File: config.mk
export PLATFORM = sky130hd
export DESIGN_NAME = xor_dma_chan
export DESIGN_NICKNAME = d
export VERILOG_FILES = /design/src/rtl/xor_dma_chan.sv
export SDC_FILE = /design/constraint.sdc
export NUM_CORES = 1
export LEC_CHECK = 0
export CORE_UTILIZATION = 53
export CTS_BUF_LIST = sky130_fd_sc_hd__clkbuf_16
export CTS_CLUSTER_SIZE = 30
export DETAILED_ROUTE_END_ITERATION = 6
export GPL_TIMING_DRIVEN = 0
export PLACE_DENSITY_LB_ADDON = 0.05
export SLEW_MARGIN = 20
export SYNTH_ARGS = -nofsm -noshare
export SYNTH_HDL_FRONTEND = slang
export SYNTH_SLANG_ARGS = --single-unit
File: constraint.sdc
create_clock -name clk -period 6.5 [get_ports clk]
set_input_delay 1.625 -clock clk [delete_from_list [all_inputs] [get_ports clk]]
set_output_delay 1.625 -clock clk [all_outputs]
set_load 0.01 [all_outputs]
File: src/rtl/xor_dma_chan.sv
module xor_dma_chan #(
  parameter int AW        = 32,
  parameter int NSRC      = 8,
  parameter int BCW       = 24,
  parameter int MIN_BYTES = 128,
  parameter int OWN_BIT   = 31,
  parameter int EOD_BIT   = 31
) (
  input  logic           clk,
  input  logic           rst_n,
  input  logic           start,
  input  logic [AW-1:0]  next_ptr,
  input  logic           copy_mode,
  input  logic           desc_swap,
  input  logic [BCW-1:0] max_bytes,
  output logic [1:0]     chan_state,
  output logic [AW-1:0]  cur_desc,
  output logic           eod_evt,
  output logic           eoc_evt,
  output logic           err_evt,
  output logic           mem_req,
  output logic           mem_we,
  output logic [AW-1:0]  mem_addr,
  output logic [31:0]    mem_wdata,
  input  logic           mem_ack,
  input  logic [31:0]    mem_rdata
);
  localparam int NDW    = 5 + NSRC;
  localparam int FW     = $clog2(NDW + 1);
  localparam int SW     = $clog2(NSRC);
  localparam int WW     = BCW - 2;
  localparam int OWN_SW = (3 - OWN_BIT / 8) * 8 + OWN_BIT % 8;
  localparam logic [1:0] ST_IDLE = 2'd0, ST_BUSY = 2'd1, ST_HALT = 2'd2;

  typedef enum logic [2:0] {S_IDLE, S_HALT, S_FETCH, S_CHECK, S_RD, S_WR, S_WB, S_NEXT} fsm_t;

  function automatic logic [31:0] bswap(input logic [31:0] w);
    return {w[7:0], w[15:8], w[23:16], w[31:24]};
  endfunction

  fsm_t            st;
  logic [FW-1:0]   fidx;
  logic [SW:0]     sidx;
  logic [WW-1:0]   widx;
  logic [31:0]     acc, stat_q, cmd_q;
  logic [AW-1:0]   nxt_q, dst_q;
  logic [BCW-1:0]  bc_q;
  logic [AW-1:0]   src_q [NSRC];

  logic [31:0]     rd_word, wb_raw;
  logic [NSRC-1:0] src_en;
  logic [FW-1:0]   fsrc;
  logic            src_done, cur_en, bc_bad, last_word, last_fetch;

  assign rd_word    = desc_swap ? bswap(mem_rdata) : mem_rdata;
  assign wb_raw     = stat_q & ~(32'd1 << OWN_BIT);
  assign src_en     = copy_mode ? NSRC'(1) : cmd_q[NSRC-1:0];
  assign src_done   = sidx == (SW+1)'(NSRC);
  assign cur_en     = !src_done && src_en[sidx[SW-1:0]];
  assign bc_bad     = (bc_q < BCW'(MIN_BYTES)) || (bc_q > max_bytes) || (bc_q[1:0] != 2'b00);
  assign last_word  = widx == (bc_q[BCW-1:2] - WW'(1));
  assign last_fetch = fidx == FW'(NDW - 1);
  assign fsrc       = fidx - FW'(5);

  assign chan_state = (st == S_IDLE) ? ST_IDLE : (st == S_HALT) ? ST_HALT : ST_BUSY;

  always_comb begin
    mem_req   = 1'b0;
    mem_we    = 1'b0;
    mem_addr  = '0;
    mem_wdata = '0;
    case (st)
      S_FETCH: begin
        mem_req  = 1'b1;
        mem_addr = cur_desc + AW'({fidx, 2'b00});
      end
      S_RD: begin
        mem_req  = cur_en;
        mem_addr = src_q[sidx[SW-1:0]] + AW'({widx, 2'b00});
      end
      S_WR: begin
        mem_req   = 1'b1;
        mem_we    = 1'b1;
        mem_addr  = dst_q + AW'({widx, 2'b00});
        mem_wdata = acc;
      end
      S_WB: begin
        mem_req   = 1'b1;
        mem_we    = 1'b1;
        mem_addr  = cur_desc;
        mem_wdata = desc_swap ? bswap(wb_raw) : wb_raw;
      end
      default: ;
    endcase
  end

  always_ff @(posedge clk) begin
    eod_evt <= 1'b0;
    eoc_evt <= 1'b0;
    err_evt <= 1'b0;
    if (!rst_n) begin
      st       <= S_IDLE;
      cur_desc <= '0;
      fidx     <= '0;
      sidx     <= '0;
      widx     <= '0;
      acc      <= '0;
      stat_q   <= '0;
      cmd_q    <= '0;
      nxt_q    <= '0;
      dst_q    <= '0;
      bc_q     <= '0;
      for (int k = 0; k < NSRC; k++) src_q[k] <= '0;
    end else begin
      case (st)
        S_IDLE, S_HALT: if (start) begin
          cur_desc <= next_ptr;
          fidx     <= '0;
          st       <= S_FETCH;
        end
        S_FETCH: if (mem_ack) begin
          case (fidx)
            FW'(0): stat_q <= rd_word;
            FW'(1): nxt_q  <= AW'(rd_word);
            FW'(2): cmd_q  <= rd_word;
            FW'(3): dst_q  <= AW'(rd_word);
            FW'(4): bc_q   <= rd_word[BCW-1:0];
            default: src_q[fsrc[SW-1:0]] <= AW'(rd_word);
          endcase
          fidx <= fidx + FW'(1);
          if (last_fetch) st <= S_CHECK;
        end
        S_CHECK: begin
          if (!stat_q[OWN_BIT] || bc_bad) begin
            err_evt <= 1'b1;
            st      <= S_HALT;
          end else begin
            widx <= '0;
            sidx <= '0;
            acc  <= '0;
            st   <= S_RD;
          end
        end
        S_RD: begin
          if (src_done) st <= S_WR;
          else if (!cur_en) sidx <= sidx + 1'b1;
          else if (mem_ack) begin
            acc  <= acc ^ mem_rdata;
            sidx <= sidx + 1'b1;
          end
        end
        S_WR: if (mem_ack) begin
          if (last_word) st <= S_WB;
          else begin
            widx <= widx + WW'(1);
            sidx <= '0;
            acc  <= '0;
            st   <= S_RD;
          end
        end
        S_WB: if (mem_ack) begin
          eod_evt <= cmd_q[EOD_BIT];
          st      <= S_NEXT;
        end
        S_NEXT: begin
          if (nxt_q == '0) begin
            eoc_evt <= 1'b1;
            st      <= S_IDLE;
          end else begin
            cur_desc <= nxt_q;
            fidx     <= '0;
            st       <= S_FETCH;
          end
        end
        default: st <= S_IDLE;
      endcase
    end
  end

  p_idle_quiet_r1: assert property (@(posedge clk) disable iff (!rst_n)
    (chan_state != ST_BUSY) |-> !mem_req);

  p_start_load_r2: assert property (@(posedge clk) disable iff (!rst_n)
    (start && chan_state != ST_BUSY) |=> (cur_desc == $past(next_ptr) && chan_state == ST_BUSY));

  p_start_ignored_r2: assert property (@(posedge clk) disable iff (!rst_n)
    (start && chan_state == ST_BUSY && st != S_NEXT) |=> $stable(cur_desc));

  p_wb_owner_r6: assert property (@(posedge clk) disable iff (!rst_n)
    (mem_req && mem_we && st == S_WB) |-> (desc_swap ? !mem_wdata[OWN_SW] : !mem_wdata[OWN_BIT]));

  p_eod_after_ack_r7: assert property (@(posedge clk) disable iff (!rst_n)
    eod_evt |-> $past(mem_we && mem_ack));

  p_evt_excl_r8: assert property (@(posedge clk) disable iff (!rst_n)
    $onehot0({eoc_evt, err_evt}) && !(eod_evt && err_evt));

  p_end_idle_r8: assert property (@(posedge clk) disable iff (!rst_n)
    eoc_evt |-> chan_state == ST_IDLE);

  p_err_halts_r9: assert property (@(posedge clk) disable iff (!rst_n)
    err_evt |-> chan_state == ST_HALT);
endmodule

Word-level counts from Yosys, hierarchy flattened
Memory sizes are Yosys's and may differ from the RTL's. A register that Yosys moved wholly into a read port is not among the register bits.
Cells that the tools add are included.
{"block": "word_totals", "mem_count": 1, "in_bits": 94, "ramBits": 256, "rom_bits": 0, "latch_bits": 0, "regBits": 252, "out_inout_bits": 103, "word_cells": 146}
{"block": "classes", "shift": 0, "n_eq_ne": 27, "n_addsub": 8, "multipliers": 0, "magnitude_cmp": 3, "n_bitwise": 1, "div_mod_pow": 0, "muxes": 59, "n_reduce_logical": 33}
{"name": "src_q", "words": 8, "width": 32, "read_ports": 1, "rd_ports_with_merged_regs": 1, "wr": 8, "line_no": "48", "text": "logic [AW-1:0] src_q [NSRC];"}
{"op": "2-to-1 mux 32 bit", "count": 11}
{"op": "one-hot mux 32 bit (2 select lines)", "count": 2}
{"op": "one-hot mux 32 bit (4 select lines)", "count": 1}
{"op": "one-hot mux 32 bit (3 select lines)", "count": 1}
{"op": "2-to-1 mux 22 bit", "count": 3}
{"op": "adder 32 x 24 -> 32 bit", "count": 2}
{"op": "one-hot mux 22 bit (2 select lines)", "count": 1}
{"op": "2-to-1 mux 4 bit", "count": 9}
{"op": "adder 32 x 6 -> 32 bit", "count": 1}
{"op": "zero test 32 bit", "count": 1}
{"op": "OR reduction 32 bit", "count": 1}
{"op": "bitwise XOR 32 bit", "count": 1}
{"op": "2-to-1 mux 3 bit", "count": 10}
{"op": "> comparator 24 bit", "count": 1}
{"op": "< comparator 24 x 8 -> 1 bit, second input constant", "count": 1}
{"op": "inequality test 2 bit, second input constant", "count": 12}
{"op": "one-hot mux 4 bit (3 select lines)", "count": 2}
{"op": "adder 22 x 1 -> 22 bit, second input constant", "count": 1}
{"op": "== test 22 bit", "count": 1}
{"op": "subtractor 22 x 1 -> 22 bit, second input constant", "count": 1}
{"op": "one-hot mux 3 bit (7 select lines)", "count": 1}
{"op": "AND reduction 3 bit", "count": 7}
{"op": "== test 3 bit, second input constant", "count": 4}
{"op": "AND reduction 6 bit", "count": 2}
{"op": "other kinds (28)", "count": 54}

Logic depth before layout (Yosys ltp)
Gate-level depths: netlist of run 1.
{"block": "logic_depth", "ltp_word": 9, "mapped_depth": 21, "mapped_depth_nobuf": 16}

Worst setup path before layout of run 1
No wires, ideal clock.
{"block": "synth_timing", "path_type": "register to output", "from": "register (tool-made name)", "to": "output port mem_addr[30]", "stages_incl_launch_ff": 18, "arrival_ns": 4.985, "n_path_buf": 4, "t_required_ns": 4.875, "setup_slack_ns": -0.110, "path_cell_list": "dfxtp_1 buf_2 buf_2 buf_2 buf_1 mux4_2 mux2i_1 o21ai_0 ha_1 nor2b_1 o31ai_1 a2111oi_0 o21ai_0 o31ai_1 a311o_1 nand3b_1 xnor2_1 o22ai_1"}
{"element": "end, declared", "line_no": "23", "text": "output logic [AW-1:0] mem_addr,"}

==> flow_metrics.py, run 1 <==
metrics = {
    "clock_tree": {
        "cts_sinks": 488,
        "path_clk_slew_ns": 0.06,
        "cts_buffers": 51,
        "cts_root_buf": "clkbuf_16",
        "clockBufferDepth": 3,
        "ctsHoldBuffers": 0,
        "htree_num_levels": 2,
        "cts_tree": "done",
        "clock_latency_ns": 0.62,
    },
    "run": {
        "maxCapViolCount": 0,
    },
    "grt": {
        "grt_pass1_vias": 20200,
        "overflow": 0,
        "antenna_found_initial": 2,
        "track_usage_pct": 36.3,
        "grt_max_degree": 26,
        "grt_first_pass_wirelength_um": 127000,
    },
    "cells_and_area": {
        "syn_to_final_growth_pct": 21.9,
        "fin_nets": 2855,
        "mostFrequentLayoutCell": "nor2_1",
        "instances_no_fill": 3344,
        "drive_gt1_share_pct": 11.5,
        "final_cell_mix": "nor2_1, edfxtp_1, dfxtp_1",
        "fillers": 3676,
    },
    "pwr": {
        "ir_worst_vdd_mv": 0.232,
        "leakage_uw": 0.0109,
        "power_density_nw_per_um2": 231,
    },
    "floorplan": {
        "die_area_um2": 47500,
        "initial_core_util_pct": 54.1,
        "row_count": 78,
        "die_w_um": 218,
        "coreArea_um2": 45700,
        "ios": 197,
        "die_h_um": 218,
    },
    "synthesis": {
        "synth.distinct_cells": 70,
        "syn_inst": 2421,
        "yosysSeqAreaShare_pct": 49.9,
        "yosysWarnings": 0,
        "syn_area_per_cell_um2": 10.2,
        "syn-num-nets": 2575,
        "synth-edff-count": 256,
        "synth_seq_cells": 488,
        "synth_ff_type": "edfxtp_1",
        "synthesis.area_um2": 24700,
        "async_flop_share_pct": 0,
    },
    "timing": {
        "fmax_mhz": 154,
        "min_period_ns": 6.49,
        "setup_tns_ns": 0,
        "finalMaxSlewViolations": 0,
        "skew_ns": 0.0189,
        "min_period_over_period_pct": 99.8,
        "relSlewSlack_pct": 38.6,
        "setup_viol": 0,
        "rsz0062_at_grt": "true",
        "hold_viol_final": 0,
        "worstMarginPinSlew_ns": 0.895,
    },
    "worst_setup_path": {
        "cp.arrival_ns": 4.86,
        "r2r_slack_ns": 1.93,
        "end_kind": "primary output",
        "cp_max_fo": 7,
        "path_class": "flip-flop to primary output",
        "crit_required_ns": 4.88,
        "worstSetupStartpointType": "flip-flop",
        "worstReg2RegStart": "bc_q[22]",
    },
    "drt": {
        "num_vias": 21100,
        "drtPass1Iterations": 6,
        "first_iter_violations": 2714,
        "drtAntennaViolNets": 0,
        "drt-total-wl_um": 86500,
        "viasPerCell": 6.30,
        "routedWlPerCell_um": 25.9,
        "remaining_drc_errors": 0,
    },
    "placement": {
        "numPortBuffers": 194,
        "numPlacedInstances": 3223,
        "dpl.hpwl_um": 65100,
        "gp_congestion": 1.02,
    },
    "run_status": {
        "outcome": "complete, no violations",
    },
    "hold_path": {
        "hp-start": "dst_q[26]",
        "hold_class": "flip-flop to flip-flop",
    },
}
==> flip-flops by register name, indices dropped and copies added (netlist names), named ones only <==
signal,flops
stat_q,32
fidx,4
eod_evt,1
src_q,256
cmd_q,9
nxt_q,32
st,3
widx,22
cur_desc,32
acc,32
bc_q,24
err_evt,1
sidx,4
dst_q,32
eoc_evt,1
==> timing repair <==
action                                 in CTS  in global routing
setup endpoints to repair                  30                 19
endpoints found under the hold margin       0                  0
resized for setup                         201                 36
pin swaps                                  21                 27
buffers inserted                           18                 15
cloned                                      1                  0
==> stage by stage <==
| stage | total power (µW) | area [µm²] | hold WS, ns | setup slack [ns] | util [%] |
|---|---|---|---|---|---|
| 3_5_place_dp | 4060 | 27600 | 0.491 | -2.58 | 60.4 |
| 5_1_grt | 7110 | 30100 | 0.512 | -0.144 | 65.9 |
| 3_3_place_gp | 4040 | 27400 | 0.484 | -2.72 | 60.0 |
| 2_1_floorplan | 3730 | 24700 | 0.422 | 0.120 | - |
| 6_report | 6940 | 30100 | 0.498 | 0.0108 | 65.9 |
| 4_1_cts | 6930 | 30000 | 0.499 | -0.00120 | 65.6 |
==> critical path: stages (launching register included) <==
cell,delay (ns)
dfxtp_2,0.34
buf_12,0.13
buf_12,0.13
mux4_2,0.53
mux2i_1,0.19
nand2_1,0.15
o21ai_4,0.14
inv_2,0.07
ha_4,0.21
a21o_1,0.19
a21o_1,0.24
a2111oi_4,0.35
buf_4,0.20
o41ai_4,0.09
buf_4,0.16
a2111oi_4,0.41
nor3_2,0.13
nand3b_1,0.12
xnor2_1,0.14
o22ai_1,0.12
buf_2,0.21
==> layer usage <==
layer	vias up	track usage [%]	share of wire, %
met4	0	17.2	4.9
met5	-	0	0
met3	203	7.02	9.3
li1	9386	-	-
met1	10400	48.5	40
met2	1104	56.9	46
==> synthesized netlist by cell type, drive strengths merged, types with 40 or more instances <==
library cell | count | area share, %
xor2 | 42 | 1.5
nor2 | 495 | 7.5
mux2i | 133 | 5.4
nand2 | 132 | 2.0
a211oi | 165 | 5.0
a21oi | 52 | 1.1
mux4 | 65 | 5.9
o21ai | 120 | 2.4
buf | 40 | 0.67
clkbuf | 159 | 2.4
ha | 58 | 2.9
dfxtp | 232 | 19
inv | 54 | 0.82
xnor2 | 56 | 2.0
nor3 | 46 | 0.95
edfxtp | 256 | 31
==> worst paths after layout <==
check | to | cells after the start
worst max-delay path | mem_addr[31] | 20
worst min-delay path | dst_q[26] | 2
worst max register to register | acc[3] | 11
worst min register to register | dst_q[26] | 2
==> where the power goes <==
group / internal, µW / switching (µW) / leakage, µW
sequential: 3320 / 65.7 / 0.00452
combinational: 237 / 397 / 0.00556
clock: 1620 / 1300 / 0.000825
==> area by class of cell <==
cell class / instances / area [µm²] / area share (%)
sequential: 488 / 12300 / 41.0
multi-input combinational: 1679 / 12000 / 39.7
timing repair buffer: 235 / 2340 / 7.79
clock buffer: 52 / 1300 / 4.32
buffer: 191 / 857 / 2.85
tap: 600 / 751 / 2.49
clock inverter: 42 / 337 / 1.12
inverter: 55 / 211 / 0.702
antenna: 2 / 5.00 / 0.0166
==> kinds of logic (layout without fill, tap and decap cells) <==
group	after synthesis	after routing	share of synthesized area, %
adder cells (fa/ha/maj)	60	60	3.10
buffers and inverters	254	575	3.92
AND/OR/NAND/NOR	863	863	15.6
flip-flops	488	488	49.9
XOR/XNOR	98	98	3.47
other	0	2	0
multiplexers	201	201	11.5
AO/OA/AOI/OAI	457	457	12.5
Power figures use the tool's default switching activity.
==> run 2, diff against run 1 <==
--- a/config.mk
+++ b/config.mk
@@ -10,6 +10,7 @@
 export CTS_CLUSTER_SIZE = 30
 export DETAILED_ROUTE_END_ITERATION = 6
 export GPL_TIMING_DRIVEN = 0
+export MAX_ROUTING_LAYER = met4
 export PLACE_DENSITY_LB_ADDON = 0.05
 export SLEW_MARGIN = 20
 export SYNTH_ARGS = -nofsm -noshare
==> run 2 against run 1 <==
Critical endpoint is now mem_addr[30]. Combinational power barely moved. Critical path type unchanged. Largest power group unchanged. Register-to-register slack got worse by 0.02 ns. Clock power down 1%. The flow now finishes with violations (negative setup slack). First-iteration DRC count is 4.6% lower. Utilization grew 0.69 points. Sequential power about the same. Hold slack better by 0.0020 ns. Via count is 0.47% higher.
==> flow_metrics.py, run 2 (synthesis gave the netlist of run 1 again) <==
metrics = {
    "grt": {
        "overflow": 0,
        "grt_first_pass_wirelength_um": 130000,
        "grt_pass1_vias": 20700,
        "antenna_found_initial": 3,
        "grt_max_degree": 24,
        "track_usage_pct": 38.1,
    },
    "worst_setup_path": {
        "crit_top_cell": "o21ai_4",
        "cp_max_fo": 10,
        "rr_worst_depth": 11,
        "r2r_end": "acc[2]",
        "crit_end": "mem_addr[30]",
        "slowest_stage": "or3b_4",
        "worstSetupStartpointType": "flip-flop",
        "r2r_slack_ns": 1.91,
        "path_class": "flip-flop to primary output",
        "crit_required_ns": 4.88,
        "cp.arrival_ns": 4.89,
        "cp_cell_sequence": "buf_6, buf_8, clkbuf_8, mux4_2, mux2i_4, o21ai_4, ha_4, and3_4, a221o_1, or3b_4, o21ai_4, o31ai_4, a311o_1, buf_4, nand3b_1, xnor2_1, o22ai_1, buf_2",
        "worstReg2RegStart": "bc_q[22]",
        "cpPeakStageDelay_ns": 0.41,
        "end_kind": "primary output",
    },
    "clock_tree": {
        "clockBufferDepth": 3,
        "clock_latency_ns": 0.65,
        "cts_sinks": 488,
        "cts_buffers": 52,
        "htree_num_levels": 2,
        "cts_root_buf": "clkbuf_16",
        "cts_tree": "done",
        "path_clk_slew_ns": 0.06,
    },
    "drt": {
        "drtAntennaViolNets": 0,
        "num_vias": 21200,
        "remaining_drc_errors": 0,
        "drtPass1Iterations": 6,
        "first_iter_violations": 2588,
        "viasPerCell": 6.28,
        "drt-total-wl_um": 87700,
        "routedWlPerCell_um": 26.0,
    },
    "timing": {
        "setup_tns_ns": -0.0245,
        "min_period_over_period_pct": 100,
        "setup_viol": 2,
        "rsz0062_at_grt": "true",
        "worst_slack_ns": -0.0160,
        "fmax_mhz": 153,
        "skew_ns": 0.0436,
        "min_period_ns": 6.52,
        "finalMaxSlewViolations": 0,
        "relSlewSlack_pct": 41.5,
        "hold_viol_final": 0,
        "worstMarginPinSlew_ns": 0.853,
    },
    "cells_and_area": {
        "largest_reg_flops": 256,
        "drive_gt1_share_pct": 12.2,
        "fin_nets": 2877,
        "final_cell_mix": "nor2_1, edfxtp_1, dfxtp_1",
        "regMostFlops": "src_q",
        "syn_to_final_growth_pct": 23.2,
        "mostFrequentLayoutCell": "nor2_1",
    },
    "placement": {
        "numPortBuffers": 194,
        "dp_slack_ns": -2.83,
        "dpl.hpwl_um": 65700,
        "gp_congestion": 1.05,
    },
    "floorplan": {
        "row_count": 78,
        "initial_core_util_pct": 54.1,
        "die_w_um": 218,
        "ios": 197,
        "die_h_um": 218,
        "coreArea_um2": 45700,
        "die_area_um2": 47500,
    },
    "hold_path": {
        "hold_class": "flip-flop to flip-flop",
    },
    "run_status": {
        "violations": "negative setup slack",
        "outcome": "finished, violations left",
    },
    "run": {
        "maxCapViolCount": 0,
    },
    "pwr": {
        "power_density_nw_per_um2": 227,
        "ir_worst_vdd_mv": 0.227,
        "leakage_uw": 0.0111,
    },
}
-- run 2: worst min path at each step --
stage / startpoint / end / slack [ns] / cells past startpoint
finish: dst_q[24] / dst_q[24] / 0.50 / 2
floorplan: cmd_q[31] / eod_evt / 0.42 / 2
detailed placement: dst_q[24] / dst_q[24] / 0.49 / 2
CTS: dst_q[24] / dst_q[24] / 0.50 / 2
global placement: dst_q[7] / dst_q[7] / 0.49 / 2
global route: dst_q[26] / dst_q[26] / 0.53 / 2
-- run 2: report_power, final --
group | switching, µW | internal (µW)
sequential | 67.6 | 3320
clock | 1280 | 1600
combinational | 398 | 239
-- run 2: layout make-up --
type                            count  area (µm²)
Fill cell                        3656       15200
Sequential cell                   488       12300
Multi-Input combinational cell   1679       12000
Timing Repair Buffer              255        2510
Clock buffer                       53        1330
Buffer                            192         927
Tap cell                          600         751
Clock inverter                     43         308
Inverter                           55         211
Antenna cell                        5        12.5
-- run 2: what timing repair did --
item                       CTS  global route
pin swaps                   25            29
setup endpoints to repair   30            20
buffers inserted            32            23
cloned                       1             0
hold buffers                 0             0
resized for setup          216            49
-- run 2: worst max-delay path: cells and delay by family (launching register included) --
| family | cells | cell delay [ns] |
|---|---|---|
| flip-flops | 1 | 0.37 |
| AO/OA/AOI/OAI | 6 | 1.28 |
| adder cells (fa/ha/maj) | 1 | 0.26 |
| XOR/XNOR | 1 | 0.14 |
| AND/OR/NAND/NOR | 3 | 0.67 |
| buffers and inverters | 5 | 0.88 |
| multiplexers | 2 | 0.61 |
-- run 2: metrics by stage --
stage | power, µW | std cells | cell area, µm² | hold slack (ns) | util (%)
after floorplan | 3730 | 2421 | 24700 | 0.422 | -
after global placement | 4040 | 3215 | 27400 | 0.485 | 60.0
after detailed placement | 4060 | 3223 | 27600 | 0.492 | 60.4
after CTS | 6890 | 3348 | 30100 | 0.500 | 65.9
after global routing | 7070 | 3368 | 30400 | 0.529 | 66.6
final | 6900 | 3370 | 30400 | 0.500 | 66.6
-- run 2: layer usage --
metal	vias up	part of all wire [%]	track usage (%)
li1	9447	-	-
met1	10500	40	49.2
met2	1028	46	58.8
met3	231	8.5	6.29
met4	0	5.1	17.4
met5	-	0	-
